**config.mk**
```make
export PLATFORM = sky130hd
export DESIGN_NAME = wwd_top
export DESIGN_NICKNAME = d
export VERILOG_FILES = /design/src/rtl/wwd_pkg.sv /design/src/rtl/wwd_kick_seq.sv /design/src/rtl/wwd_down_counter.sv /design/src/rtl/wwd_top.sv
export SDC_FILE = /design/constraint.sdc
export NUM_CORES = 1
export LEC_CHECK = 0
export CAP_MARGIN = 20
export CORE_MARGIN = 5
export CORE_UTILIZATION = 40
export CTS_BUF_LIST = sky130_fd_sc_hd__clkbuf_8
export CTS_CLUSTER_DIAMETER = 60
export DETAILED_ROUTE_END_ITERATION = 7
export PLACE_DENSITY = 0.61
export REMOVE_ABC_BUFFERS = 1
export SYNTH_ARGS = -nofsm -noshare
export SYNTH_HDL_FRONTEND = slang
export SYNTH_SLANG_ARGS = --single-unit
```
**constraint.sdc**
```tcl
create_clock -name clk -period 4.11 [get_ports clk]
set_input_delay 0.822 -clock clk [delete_from_list [all_inputs] [get_ports clk]]
set_output_delay 0.822 -clock clk [all_outputs]
set_load 0.02 [all_outputs]
```
**src/rtl/wwd_pkg.sv**
```systemverilog
package wwd_pkg;
    // Register word addresses.
    localparam logic [2:0] A_MODE   = 3'd0;
    localparam logic [2:0] A_RELOAD = 3'd1;
    localparam logic [2:0] A_WARN   = 3'd2;
    localparam logic [2:0] A_WINDOW = 3'd3;
    localparam logic [2:0] A_KICK   = 3'd4;
    localparam logic [2:0] A_COUNT  = 3'd5;

    // Mode register bit positions.
    localparam int B_EN   = 0;
    localparam int B_RST  = 1;
    localparam int B_TOF  = 2;
    localparam int B_WARN = 3;
    localparam int B_PROT = 4;
    localparam int B_LOCK = 5;

    // Kick key bytes.
    localparam logic [7:0] KEY_ARM  = 8'hAA;
    localparam logic [7:0] KEY_FIRE = 8'h55;

    typedef struct packed {
        logic lock;
        logic prot;
        logic rsten;
        logic en;
    } mode_t;

    typedef enum logic [1:0] {
        KICK_IDLE,
        KICK_GOOD,
        KICK_BAD
    } kick_e;
endpackage

```
**src/rtl/wwd_kick_seq.sv**
```systemverilog
module wwd_kick_seq
    import wwd_pkg::*;
(
    input  logic       clk,
    input  logic       rst_n,
    input  logic       soft_clr,
    input  logic       wr,
    input  logic       is_kick,
    input  logic [7:0] key,
    output kick_e      res
);
    typedef struct packed {
        logic armed;
    } kstate_t;

    kstate_t q, d;

    always_comb begin
        d   = q;
        res = KICK_IDLE;
        if (wr) begin
            if (q.armed) begin
                // Sequence is open: the very next write decides it.
                d.armed = 1'b0;
                res     = (is_kick && key == KEY_FIRE) ? KICK_GOOD : KICK_BAD;
            end else if (is_kick) begin
                if (key == KEY_ARM) d.armed = 1'b1;
                else                res     = KICK_BAD;
            end
        end
        if (soft_clr) d.armed = 1'b0;
    end

    always_ff @(posedge clk or negedge rst_n) begin
        if (!rst_n) q <= '0;
        else        q <= d;
    end
endmodule

```
**src/rtl/wwd_down_counter.sv**
```systemverilog
module wwd_down_counter #(
    parameter int unsigned CW   = 16,
    parameter int unsigned INIT = 255
) (
    input  logic          clk,
    input  logic          rst_n,
    input  logic          soft_clr,
    input  logic          load,
    input  logic [CW-1:0] load_val,
    input  logic          run,
    input  logic          tick,
    input  logic [CW-1:0] warn_val,
    output logic [CW-1:0] cnt,
    output logic          hit_warn,
    output logic          hit_zero
);
    localparam logic [CW-1:0] CNT_INIT = CW'(INIT);
    localparam logic [CW-1:0] ONE      = CW'(1);

    typedef struct packed {
        logic [CW-1:0] cnt;
    } cstate_t;

    cstate_t       q, d;
    logic          step;
    logic [CW-1:0] dec;

    assign step     = run && tick && !load && (q.cnt != '0);
    assign dec      = q.cnt - ONE;
    assign hit_warn = step && (dec == warn_val);
    assign hit_zero = step && (dec == '0);
    assign cnt      = q.cnt;

    always_comb begin
        d = q;
        if (soft_clr)  d.cnt = CNT_INIT;
        else if (load) d.cnt = load_val;
        else if (step) d.cnt = dec;
    end

    always_ff @(posedge clk or negedge rst_n) begin
        if (!rst_n) q.cnt <= CNT_INIT;
        else        q     <= d;
    end
endmodule

```
**src/rtl/wwd_top.sv**
```systemverilog
module wwd_top
    import wwd_pkg::*;
#(
    parameter int unsigned CW         = 16,
    parameter int unsigned RST_RELOAD = 255
) (
    input  logic        clk,
    input  logic        rst_n,
    input  logic        tick,
    input  logic        bus_wr,
    input  logic [2:0]  bus_addr,
    input  logic [31:0] bus_wdata,
    output logic [31:0] bus_rdata,
    output logic        irq,
    output logic        rst_req,
    output logic        osc_lock
);
    localparam logic [CW-1:0] RELOAD_INIT = CW'(RST_RELOAD);

    typedef struct packed {
        mode_t         act;
        mode_t         pend;
        logic          tof;
        logic          wflag;
        logic [CW-1:0] reload;
        logic [CW-1:0] warn;
        logic [CW-1:0] window;
        logic          rreq;
    } regs_t;

    localparam regs_t REGS_INIT = '{
        act:    '0,
        pend:   '0,
        tof:    1'b0,
        wflag:  1'b0,
        reload: RELOAD_INIT,
        warn:   '0,
        window: '1,
        rreq:   1'b0
    };

    regs_t         q, d;
    kick_e         kick_res;
    logic [CW-1:0] cnt;
    logic          hit_warn, hit_zero;
    logic          wr_mode, wr_reload, wr_warn, wr_window, wr_kick;
    logic          feed_ok, feed_load, reload_ok, reload_bad, fault, soft_clr;
    logic          unused_wdata;

    assign unused_wdata = ^bus_wdata;

    assign wr_mode   = bus_wr && (bus_addr == A_MODE);
    assign wr_reload = bus_wr && (bus_addr == A_RELOAD);
    assign wr_warn   = bus_wr && (bus_addr == A_WARN);
    assign wr_window = bus_wr && (bus_addr == A_WINDOW);
    assign wr_kick   = bus_wr && (bus_addr == A_KICK);

    wwd_kick_seq u_kick (
        .clk      (clk),
        .rst_n    (rst_n),
        .soft_clr (soft_clr),
        .wr       (bus_wr),
        .is_kick  (wr_kick),
        .key      (bus_wdata[7:0]),
        .res      (kick_res)
    );

    wwd_down_counter #(
        .CW   (CW),
        .INIT (RST_RELOAD)
    ) u_cnt (
        .clk      (clk),
        .rst_n    (rst_n),
        .soft_clr (soft_clr),
        .load     (feed_load),
        .load_val (q.reload),
        .run      (q.act.en),
        .tick     (tick),
        .warn_val (q.warn),
        .cnt      (cnt),
        .hit_warn (hit_warn),
        .hit_zero (hit_zero)
    );

    // Early kick: the watchdog is running and the count is still above the window.
    assign feed_ok    = !(q.act.en && (cnt > q.window));
    assign feed_load  = (kick_res == KICK_GOOD) && feed_ok;
    assign reload_ok  = (cnt < q.warn) && (cnt < q.window);
    assign reload_bad = wr_reload && q.act.prot && !reload_ok;
    assign fault      = hit_zero || (kick_res == KICK_BAD) ||
                        ((kick_res == KICK_GOOD) && !feed_ok) || reload_bad;
    assign soft_clr   = fault && q.act.rsten;

    always_comb begin
        d      = q;
        d.rreq = 1'b0;
        if (wr_mode) begin
            d.pend.en    = q.pend.en    | bus_wdata[B_EN];
            d.pend.rsten = q.pend.rsten | bus_wdata[B_RST];
            d.pend.prot  = q.pend.prot  | bus_wdata[B_PROT];
            d.pend.lock  = q.pend.lock  | bus_wdata[B_LOCK];
            if (!bus_wdata[B_TOF])  d.tof   = 1'b0;
            if (!bus_wdata[B_WARN]) d.wflag = 1'b0;
        end
        if (wr_reload && !reload_bad) d.reload = bus_wdata[CW-1:0];
        if (wr_warn)                  d.warn   = bus_wdata[CW-1:0];
        if (wr_window)                d.window = bus_wdata[CW-1:0];
        if (feed_load)                d.act    = q.pend;
        if (hit_warn)                 d.wflag  = 1'b1;
        if (fault)                    d.tof    = 1'b1;
        if (soft_clr) begin
            d      = REGS_INIT;
            d.tof  = 1'b1;
            d.rreq = 1'b1;
        end
    end

    always_ff @(posedge clk or negedge rst_n) begin
        if (!rst_n) q <= REGS_INIT;
        else        q <= d;
    end

    always_comb begin
        bus_rdata = '0;
        case (bus_addr)
            A_MODE: begin
                bus_rdata[B_EN]   = q.act.en;
                bus_rdata[B_RST]  = q.act.rsten;
                bus_rdata[B_TOF]  = q.tof;
                bus_rdata[B_WARN] = q.wflag;
                bus_rdata[B_PROT] = q.act.prot;
                bus_rdata[B_LOCK] = q.act.lock;
            end
            A_RELOAD: bus_rdata = 32'(q.reload);
            A_WARN:   bus_rdata = 32'(q.warn);
            A_WINDOW: bus_rdata = 32'(q.window);
            A_COUNT:  bus_rdata = 32'(cnt);
            default:  bus_rdata = '0;
        endcase
    end

    assign irq      = q.wflag && q.act.en;
    assign rst_req  = q.rreq;
    assign osc_lock = q.act.lock;
endmodule

```
==> impl_metrics.ini, run 1 <==
[clock_network]
htreeDepth = 3
tritoncts = built
clk_pin_slew_ns = 0.08
cts_hold_buf = 0
cts_resized = 0
clock_path_buffers = 2
clock_latency_ns = 0.37
cts.sinks = 76
root_buffer = clkbuf_8
cts_setup_buffers = 0
numCtsBuffers = 9

[global_route]
grt_util_all_layers_pct = 22.3
grt_pass1_vias = 5201
grt_max_degree = 77
busiest_layer = met2
grt_use_met3_pct = 4.23
antenna_found_initial = 0
use_met1_pct = 30.8
overflow = 0
grt_util_met2_pct = 35.2
grt_pass1_wl_um = 29300

[critical_path]
cp.required_ns = 3.29
r2r_end = q[45]
endpoint_kind = output port
path_common_cell = clkdlybuf4s50_1
worstPathMaxFanout = 13
cp_data_arrival_time_ns = 2.94
rr_worst_depth = 10
worstSetupStartpointType = primary input
worst-setup-path-type = in -> out
reg2reg_from = u_cnt.cnt[0]
critPathSlowestCell = clkdlybuf4s50_1
path_cells = clkdlybuf4s50_1, buf_4, mux4_2, inv_1, o21ai_0, clkdlybuf4s50_1
r2r_setup_slack_ns = 0.58
max_stage_delay_ns = 0.67

[die]
dieArea_um2 = 17100
ios = 74
rows = 44
die_y_um = 131
core_area_um2 = 14400
fp.dieW_um = 131
initial_core_util_pct = 40.3

[final_layout]
regArea_um2 = 1940
final.fill_count = 1446
final_cell_count_no_fill = 916
syn2layout_area_growth_pct = 14.0
drive_gt1_share_pct = 12.8
nNetsFinal = 800
multi_input_area_um2 = 3410
antennaDiodeCount = 0

[synthesis]
ys_top_cells_by_area = dfrtp_1, dfstp_2, ha_1
netlist_instances = 700
ys_seq_area_share_pct = 33.4
async_flop_share_pct = 100
synth_area_leader_cell = dfrtp_1
yosysUniqueCellTypes = 67
ys_ff_latch = 76
postSynthAreaPerCell_um2 = 8.31
synth_warnings = 0
synth_top_area_share_pct = 18.9
synth_commonest_cells = nand2_1, o21ai_0, a21oi_1
synth_most_common_cell = nand2_1
synth_edf_count = 0
ys_dominant_reg_cell = dfrtp_1
netlist_area_um2 = 5820

[timing]
setup-tns-final_ns = 0
fmax_ghz = 0.266
setup_viol = 0
min_period_ns = 3.77
slew_violations = 0
period_share_pct = 91.6
skew_ns = 0.0116
relSlewSlack_pct = 33.6
tightest_slew_ns = 0.996
holdWs_ns = 0.503
grt_setup_unrepaired = no
hold_viol_final = 0

[routing]
wl_um = 18400
dr.pass1.iters = 5
first_iter_violations = 468
vias = 5376
route.detailed.drc = 0
routed_via_density = 5.87
ant_nets = 0
wl_per_cell_um = 20.1

[place]
dp_hpwl_um = 13100
placed_cells = 900
place_congestion = 0.908
port_buffers = 41

[run]
cap_viol_max_count = 0

[worst_hold_path]
min-delay-start = q[54]
min_to = q[54]
worstHoldPathCells = 2
holdCritPathClass = reg -> reg

[power_and_ir_drop]
power_density_nw_per_um2 = 345
ir_worst_vdd_v = 0.000218
leakage_nw = 2.85

[run_status]
status = complete, no violations
## state kept, by name, summed over array words and instances, names as in the netlist
register	flops
u_cnt.cnt	16
q	57
rst_req	1
u_kick.q	1
osc_lock	1
## metal layers
metal  part of all wire [%]  up-vias
met5                      0        -
met4                    2.2        0
met3                    7.0       31
met2                     47      206
met1                     43     2626
li1                       -     2513
## area by class of cell
class,count,area share [%]
Multi-Input combinational cell,529,51.4
Sequential cell,76,29.3
Timing Repair Buffer,69,9.69
Tap cell,184,3.47
Inverter,42,2.41
Clock buffer,10,2.07
Clock inverter,6,1.68
## worst max-delay path by stage
| stage | from | end | slack (ns) | depth (start not counted) |
|---|---|---|---|---|
| 2_1_floorplan | bus_addr[2] | u_cnt.cnt[10] | 0.36 | 8 |
| 3_3_place_gp | bus_wdata[5] | u_cnt.cnt[9] | 0.31 | 8 |
| 3_5_place_dp | bus_addr[1] | u_cnt.cnt[11] | 0.26 | 10 |
| 4_1_cts | bus_addr[1] | bus_rdata[4] | 0.35 | 6 |
| 5_1_grt | bus_addr[0] | bus_rdata[7] | 0.23 | 6 |
| 6_report | bus_addr[1] | bus_rdata[4] | 0.34 | 6 |
## cells by family after synthesis
logic type      after synthesis  synth area share (%)
compound gates              183                  20.7
xor+xnor                     34                  5.12
fa+ha+maj                    34                  7.31
buf+inv                     110                  8.99
flops                        76                  33.4
mux                          22                  4.00
other cells                   1                0.0644
simple gates                240                  20.4
## critical path: cells and delay by family
| kind | cells | cell delay, ns |
|---|---|---|
| buf+inv | 4 | 1.61 |
| compound gates | 1 | 0.28 |
| mux | 1 | 0.22 |
## per-stage QoR
stage,worst slack (ns),cell area [µm²],util (%),power (W)
detailed placement,0.256,6390,44.3,0.00156
CTS,0.348,6640,46.0,0.00229
finish,0.345,6640,46.0,0.00229
global placement,0.308,6390,44.3,0.00154
floorplan,0.356,5510,-,0.00133
global route,0.232,6640,46.0,0.00241
## cell usage in the layout (no fill, tap or decap), types with 3 or more instances in the layout
cell type / n
a211oi_1: 5
a211oi_2: 5
a21oi_1: 49
a22o_1: 10
a22oi_1: 12
and2_1: 3
and3_1: 4
buf_4: 27
bufinv_16: 3
clkbuf_8: 10
clkdlybuf4s50_1: 40
conb_1: 16
dfrtp_1: 44
dfstp_2: 32
ha_1: 34
inv_1: 41
mux2i_1: 21
nand2_1: 95
nand2b_1: 3
nand3_1: 37
nand4_1: 10
nor2_1: 36
nor2b_1: 5
nor3_1: 10
nor3b_1: 5
nor4_1: 6
nor4bb_1: 3
o211ai_1: 24
o21a_1: 3
o21ai_0: 53
or3_1: 4
or4_1: 5
xnor2_1: 25
xor2_1: 9
## where the power goes
part,internal (W),leakage (nW),switching (W),total (W)
Clock,0.000420,0.122,0.000307,0.000727
Combinational,0.000244,1.83,0.000314,0.000557
Sequential,0.000887,0.898,0.000115,0.00100
Power figures use the tool's default switching activity.
==> run 2: changes to the inputs <==
--- a/config.mk
+++ b/config.mk
@@ -11,6 +11,7 @@
 export CTS_BUF_LIST = sky130_fd_sc_hd__clkbuf_8
 export CTS_CLUSTER_DIAMETER = 60
 export DETAILED_ROUTE_END_ITERATION = 7
+export GPL_TIMING_DRIVEN = 0
 export PLACE_DENSITY = 0.61
 export REMOVE_ABC_BUFFERS = 1
 export SYNTH_ARGS = -nofsm -noshare
==> run 2 against run 1 <==
Critical endpoint is now u_cnt.cnt[11]; hold slack got worse by 0.15 ns; sequential share of layout area up 0.51 points; die area stayed put; via count down 0.17%; final cell count is 2.5% lower; first-iteration DRC count up 3.8%.
==> impl_metrics.ini, run 2 (synthesis gave the netlist of run 1 again) <==
[run_status]
status = complete, no violations

[timing]
skew_ns = 0.00983
hold_viol_final = 0
tightest_slew_ns = 0.979
relSlewSlack_pct = 34.7
slew_violations = 0
grt_setup_unrepaired = no
min_period_ns = 3.91
setup_viol = 0
period_share_pct = 95.1
fmax_ghz = 0.256

[routing]
ant_nets = 0
dr.pass1.iters = 5
first_iter_violations = 486
wl_per_cell_um = 20.9
routed_via_density = 6.01
wl_um = 18600
vias = 5367
route.detailed.drc = 0

[global_route]
overflow = 0
grt_max_degree = 55
grt_util_all_layers_pct = 21.7
grt_pass1_wl_um = 28600
grt_pass1_vias = 5128
antenna_found_initial = 0

[final_layout]
antennaDiodeCount = 0
largest_reg_flops = 57
final_core_util_pct = 45.2
regArea_um2 = 1940
multi_input_area_um2 = 3480
final.fill_count = 1406
reg_top3 = q: 57 flops, u_cnt.cnt: 16 flops
syn2layout_area_growth_pct = 12.1
nNetsFinal = 777
drive_gt1_share_pct = 11.6
mostFrequentLayoutCell = nand2_1
top_register = q
mostFrequentLayoutCells = nand2_1, o21ai_0, a21oi_1

[critical_path]
worst-setup-path-type = in -> reg
cp_data_arrival_time_ns = 4.19
rr_worst_depth = 9
r2r_end = u_cnt.cnt[11]
startpoint = bus_wdata[4]
reg2reg_from = u_cnt.cnt[14]
worstPathMaxFanout = 43
r2r_setup_slack_ns = 0.30
cp.required_ns = 4.39
worstSetupStartpointType = primary input
endpoint_kind = flip-flop
crit_end = u_cnt.cnt[11]

[die]
rows = 44
fp.dieW_um = 131
core_area_um2 = 14400
dieArea_um2 = 17100
ios = 74
initial_core_util_pct = 40.3
die_y_um = 131

[clock_network]
clock_latency_ns = 0.37
numCtsBuffers = 9
clk_pin_slew_ns = 0.09
htreeDepth = 3
clock_path_buffers = 2
root_buffer = clkbuf_8
tritoncts = built
cts.sinks = 76

[worst_hold_path]
holdCritPathClass = in -> async

[power_and_ir_drop]
p_total_w = 0.00224
power_density_nw_per_um2 = 344
ir_worst_vdd_v = 0.000181
leakage_nw = 2.75

[run]
cap_viol_max_count = 0

[place]
port_buffers = 41
dp_hpwl_um = 12500
place_congestion = 0.927
-- run 2: cell count changes in the layout (fill, tap and decap cells not counted), moves of 2 or more --
cell             change
buf_4               -26
nor2b_1              -4
clkdlybuf4s15_2      +3
clkdlybuf4s50_1      -3
buf_12               -2
buf_16               +2
clkbuf_8             +2
nor2b_2              +2
nor2b_4              +2
-- run 2: power breakdown --
| part | internal [W] | switching (W) | total (W) |
|---|---|---|---|
| Combinational | 0.000237 | 0.000314 | 0.000552 |
| Sequential | 0.000887 | 0.000107 | 0.000994 |
| Clock | 0.000390 | 0.000306 | 0.000697 |
-- run 2: routing by layer --
layer  vias up  GRT usage [%]  share of wire [%]
li1       2464              -                  -
met1      2642           30.4                 43
met2       226           34.1                 47
met3        35           3.13                6.9
met4         0           7.99                2.8
met5         -              0                  0
-- run 2: worst min path at each step --
stage | endpoint | depth (start not counted) | start | slack, ns
6_report | q[55] | 1 | rst_n | 0.35
5_1_grt | q[55] | 1 | rst_n | 0.37
4_1_cts | q[55] | 1 | rst_n | 0.35
3_5_place_dp | q[51] | 2 | q[51] | 0.48
3_3_place_gp | q[51] | 2 | q[51] | 0.48
2_1_floorplan | q[51] | 2 | q[51] | 0.46
-- run 2: final cells by class --
class                           count  area share, %
Tap cell                          184           3.53
Inverter                           42           2.45
Timing Repair Buffer               44           7.32
Clock inverter                      4           1.09
Sequential cell                    76           29.8
Multi-Input combinational cell    531           53.3
Clock buffer                       12           2.53
-- run 2: per-stage QoR --
| step | cell area, µm² | std cells | worst slack, ns | setup TNS [ns] | hold slack (ns) |
|---|---|---|---|---|---|
| after floorplan | 5510 | 647 | 0.356 | 0 | 0.462 |
| after global placement | 6150 | 872 | -2.12 | -177.95 | 0.477 |
| after detailed placement | 6190 | 874 | -1.11 | -74.69 | 0.484 |
| after CTS | 6460 | 890 | 0.0482 | 0 | 0.354 |
| after global routing | 6530 | 893 | 0.00781 | 0 | 0.373 |
| final | 6530 | 893 | 0.201 | 0 | 0.352 |
-- run 2: repair_timing --
item,CTS,global route
pin swaps,0,2
resized for setup,15,6
cloned,0,2
setup endpoints to repair,91,44
buffers inserted,0,0
hold buffers,0,0
-- run 2: worst max-delay path, cell delays in order --
cell	delay [ns]
clkdlybuf4s50_1	0.61
nor4bb_1	0.32
nand3_1	0.14
or4_1	0.60
o31a_4	0.51
nand4_1	0.30
a31o_4	0.36
inv_4	0.25
a211oi_1	0.23
==> run 3: changes to the inputs <==
--- a/config.mk
+++ b/config.mk
@@ -13,7 +13,6 @@
 export DETAILED_ROUTE_END_ITERATION = 7
 export GPL_TIMING_DRIVEN = 0
 export PLACE_DENSITY = 0.61
-export REMOVE_ABC_BUFFERS = 1
 export SYNTH_ARGS = -nofsm -noshare
 export SYNTH_HDL_FRONTEND = slang
 export SYNTH_SLANG_ARGS = --single-unit
==> run 3 against run 2 <==
Combinational power is 4.0% higher; total power increased by 1.4%; first-iteration DRC count down 9.1%; sequential share of layout area shrank 1.1 points; clock power shrank 0.9%; clock skew increased by 0.0029 ns; die area unchanged; critical path type is now in -> out; critical endpoint is now bus_rdata[6]; register-to-register slack about the same; hold slack better by 0.066 ns; maximum frequency is 1.7% lower; final cell count increased by 7.1%.
==> impl_metrics.ini, run 3 (synthesis gave the netlist of run 1 again) <==
[run_status]
status = complete, no violations

[timing]
setup_viol = 0
hold_viol_final = 0
min_period_ns = 3.98
tightest_slew_ns = 0.799
period_share_pct = 96.8
setup-tns-final_ns = 0
fin_ws_ns = 0.132
fmax_ghz = 0.251
skew_ns = 0.0127
slew_violations = 0
relSlewSlack_pct = 46.7
grt_setup_unrepaired = no

[critical_path]
worstSetupStartpointType = primary input
cp_data_arrival_time_ns = 3.16
worst-setup-path-type = in -> out
path_cells = clkdlybuf4s50_1, nor2b_1, clkbuf_1, a22oi_1, o21ai_0, clkdlybuf4s50_1
critPathSlowestCell = clkdlybuf4s50_1
max_stage_delay_ns = 0.68
path_common_cell = clkdlybuf4s50_1
rr_worst_depth = 12
cp.required_ns = 3.29
endpoint_kind = output port
path_buf_inv = 3
cp.depth = 6
worstPathMaxFanout = 10
cp_top_family = buffers and inverters

[clock_network]
cts_resized = 1
cts.sinks = 76
tritoncts = built
clock_path_buffers = 2
htreeDepth = 3
cts_hold_buf = 0
clk_pin_slew_ns = 0.08
clock_latency_ns = 0.37
root_buffer = clkbuf_8
numCtsBuffers = 9
cts_setup_buffers = 0

[global_route]
grt_pass1_vias = 5239
grt_pass1_wl_um = 29100
grt_max_degree = 40
antenna_found_initial = 0
grt_util_all_layers_pct = 22.4
overflow = 0

[power_and_ir_drop]
p_total_w = 0.00227
p_sw_share_pct = 32.7
ir_worst_vdd_v = 0.000266
power.switching_w = 0.000743
seqPwrFrac_pct = 44.4
power_density_nw_per_um2 = 336
p_clk_share_pct = 30.4
leakage_nw = 2.92
combPwrFrac_pct = 25.2
internal_power_w = 0.00153

[final_layout]
final_core_util_pct = 47.0
largest_reg_flops = 57
drive_gt1_share_pct = 13.1
mostFrequentLayoutCell = nand2_1
syn2layout_area_growth_pct = 16.4
mostFrequentLayoutCells = nand2_1, o21ai_0, a21oi_1
final_cell_count_no_fill = 956
top_register = q
antennaDiodeCount = 0
nNetsFinal = 840
reg_top3 = q: 57 flops, u_cnt.cnt: 16 flops

[routing]
first_iter_violations = 442
wl_um = 18600
ant_nets = 0
routed_via_density = 5.76
vias = 5504
wl_per_cell_um = 19.5
route.detailed.drc = 0
dr.pass1.iters = 8

[worst_hold_path]
holdCritPathClass = in -> async

[place]
port_buffers = 40
dp_slack_ns = -0.0826
dp_hpwl_um = 14900
place_congestion = 0.944
placed_cells = 940

[die]
rows = 44
initial_core_util_pct = 40.3
dieArea_um2 = 17100
core_area_um2 = 14400
fp.dieW_um = 131
ios = 74
die_y_um = 131

[run]
cap_viol_max_count = 0
==> run 3: path summary, 6_finish.rpt <==
| path | endpoint | slack, ns | from |
|---|---|---|---|
| setup / recovery | bus_rdata[6] | 0.13 | bus_addr[0] |
| hold / removal | u_cnt.cnt[10] | 0.42 | rst_n |
| setup reg to reg | u_cnt.cnt[15] | 0.30 | u_cnt.cnt[0] |
| hold reg to reg | q[52] | 0.50 | q[52] |
| max in group asynchronous | q[38] | 3.03 | rst_n |
| min in group clk | q[52] | 0.50 | q[52] |
==> run 3: final cells by class <==
cell class	count	area, µm²
plain buffers	68	369
clock buffers	12	165
clock inverters	4	77.6
fillers	1431	7650
inverters	42	160
multi-input cells	529	3410
flip-flops and latches	76	1940
well taps	184	230
repair buffers	41	418
==> run 3: routing by layer <==
metal	wire (µm)	GRT usage [%]	part of all wire, %	up-vias
met5	0	0	0	-
met4	608	8.95	3.3	0
met3	1220	3.01	6.5	53
met2	8620	35.7	46	259
met1	8190	30.8	44	2607
li1	-	-	-	2585
==> run 3: power groups by stage <==
stage          logic, W  registers (W)  clock network, W
6_report       0.000574        0.00101          0.000691
5_1_grt        0.000638        0.00102          0.000737
4_1_cts        0.000571        0.00100          0.000702
3_5_place_dp   0.000567        0.00102                 0
3_3_place_gp   0.000551        0.00102                 0
2_1_floorplan  0.000394       0.000960                 0
==> run 3: stage by stage <==
| step | hold WS, ns | instance area, µm² |
|---|---|---|
| floorplan | 0.462 | 5880 |
| global route | 0.451 | 6770 |
| detailed placement | 0.487 | 6520 |
| global placement | 0.477 | 6510 |
| finish | 0.418 | 6770 |
| CTS | 0.426 | 6770 |
==> run 3: worst reg2reg max path: stages (launching register included) <==
cell and delay (ns):
dfstp_2 0.54, clkbuf_1 0.33, inv_1 0.19, ha_1 0.22, nor2b_1 0.11, o211ai_1 0.10
a2111oi_0 0.61, o31a_1 0.48, nand4_1 0.32, a31o_4 0.36, inv_4 0.14, buf_6 0.21
a211oi_2 0.05
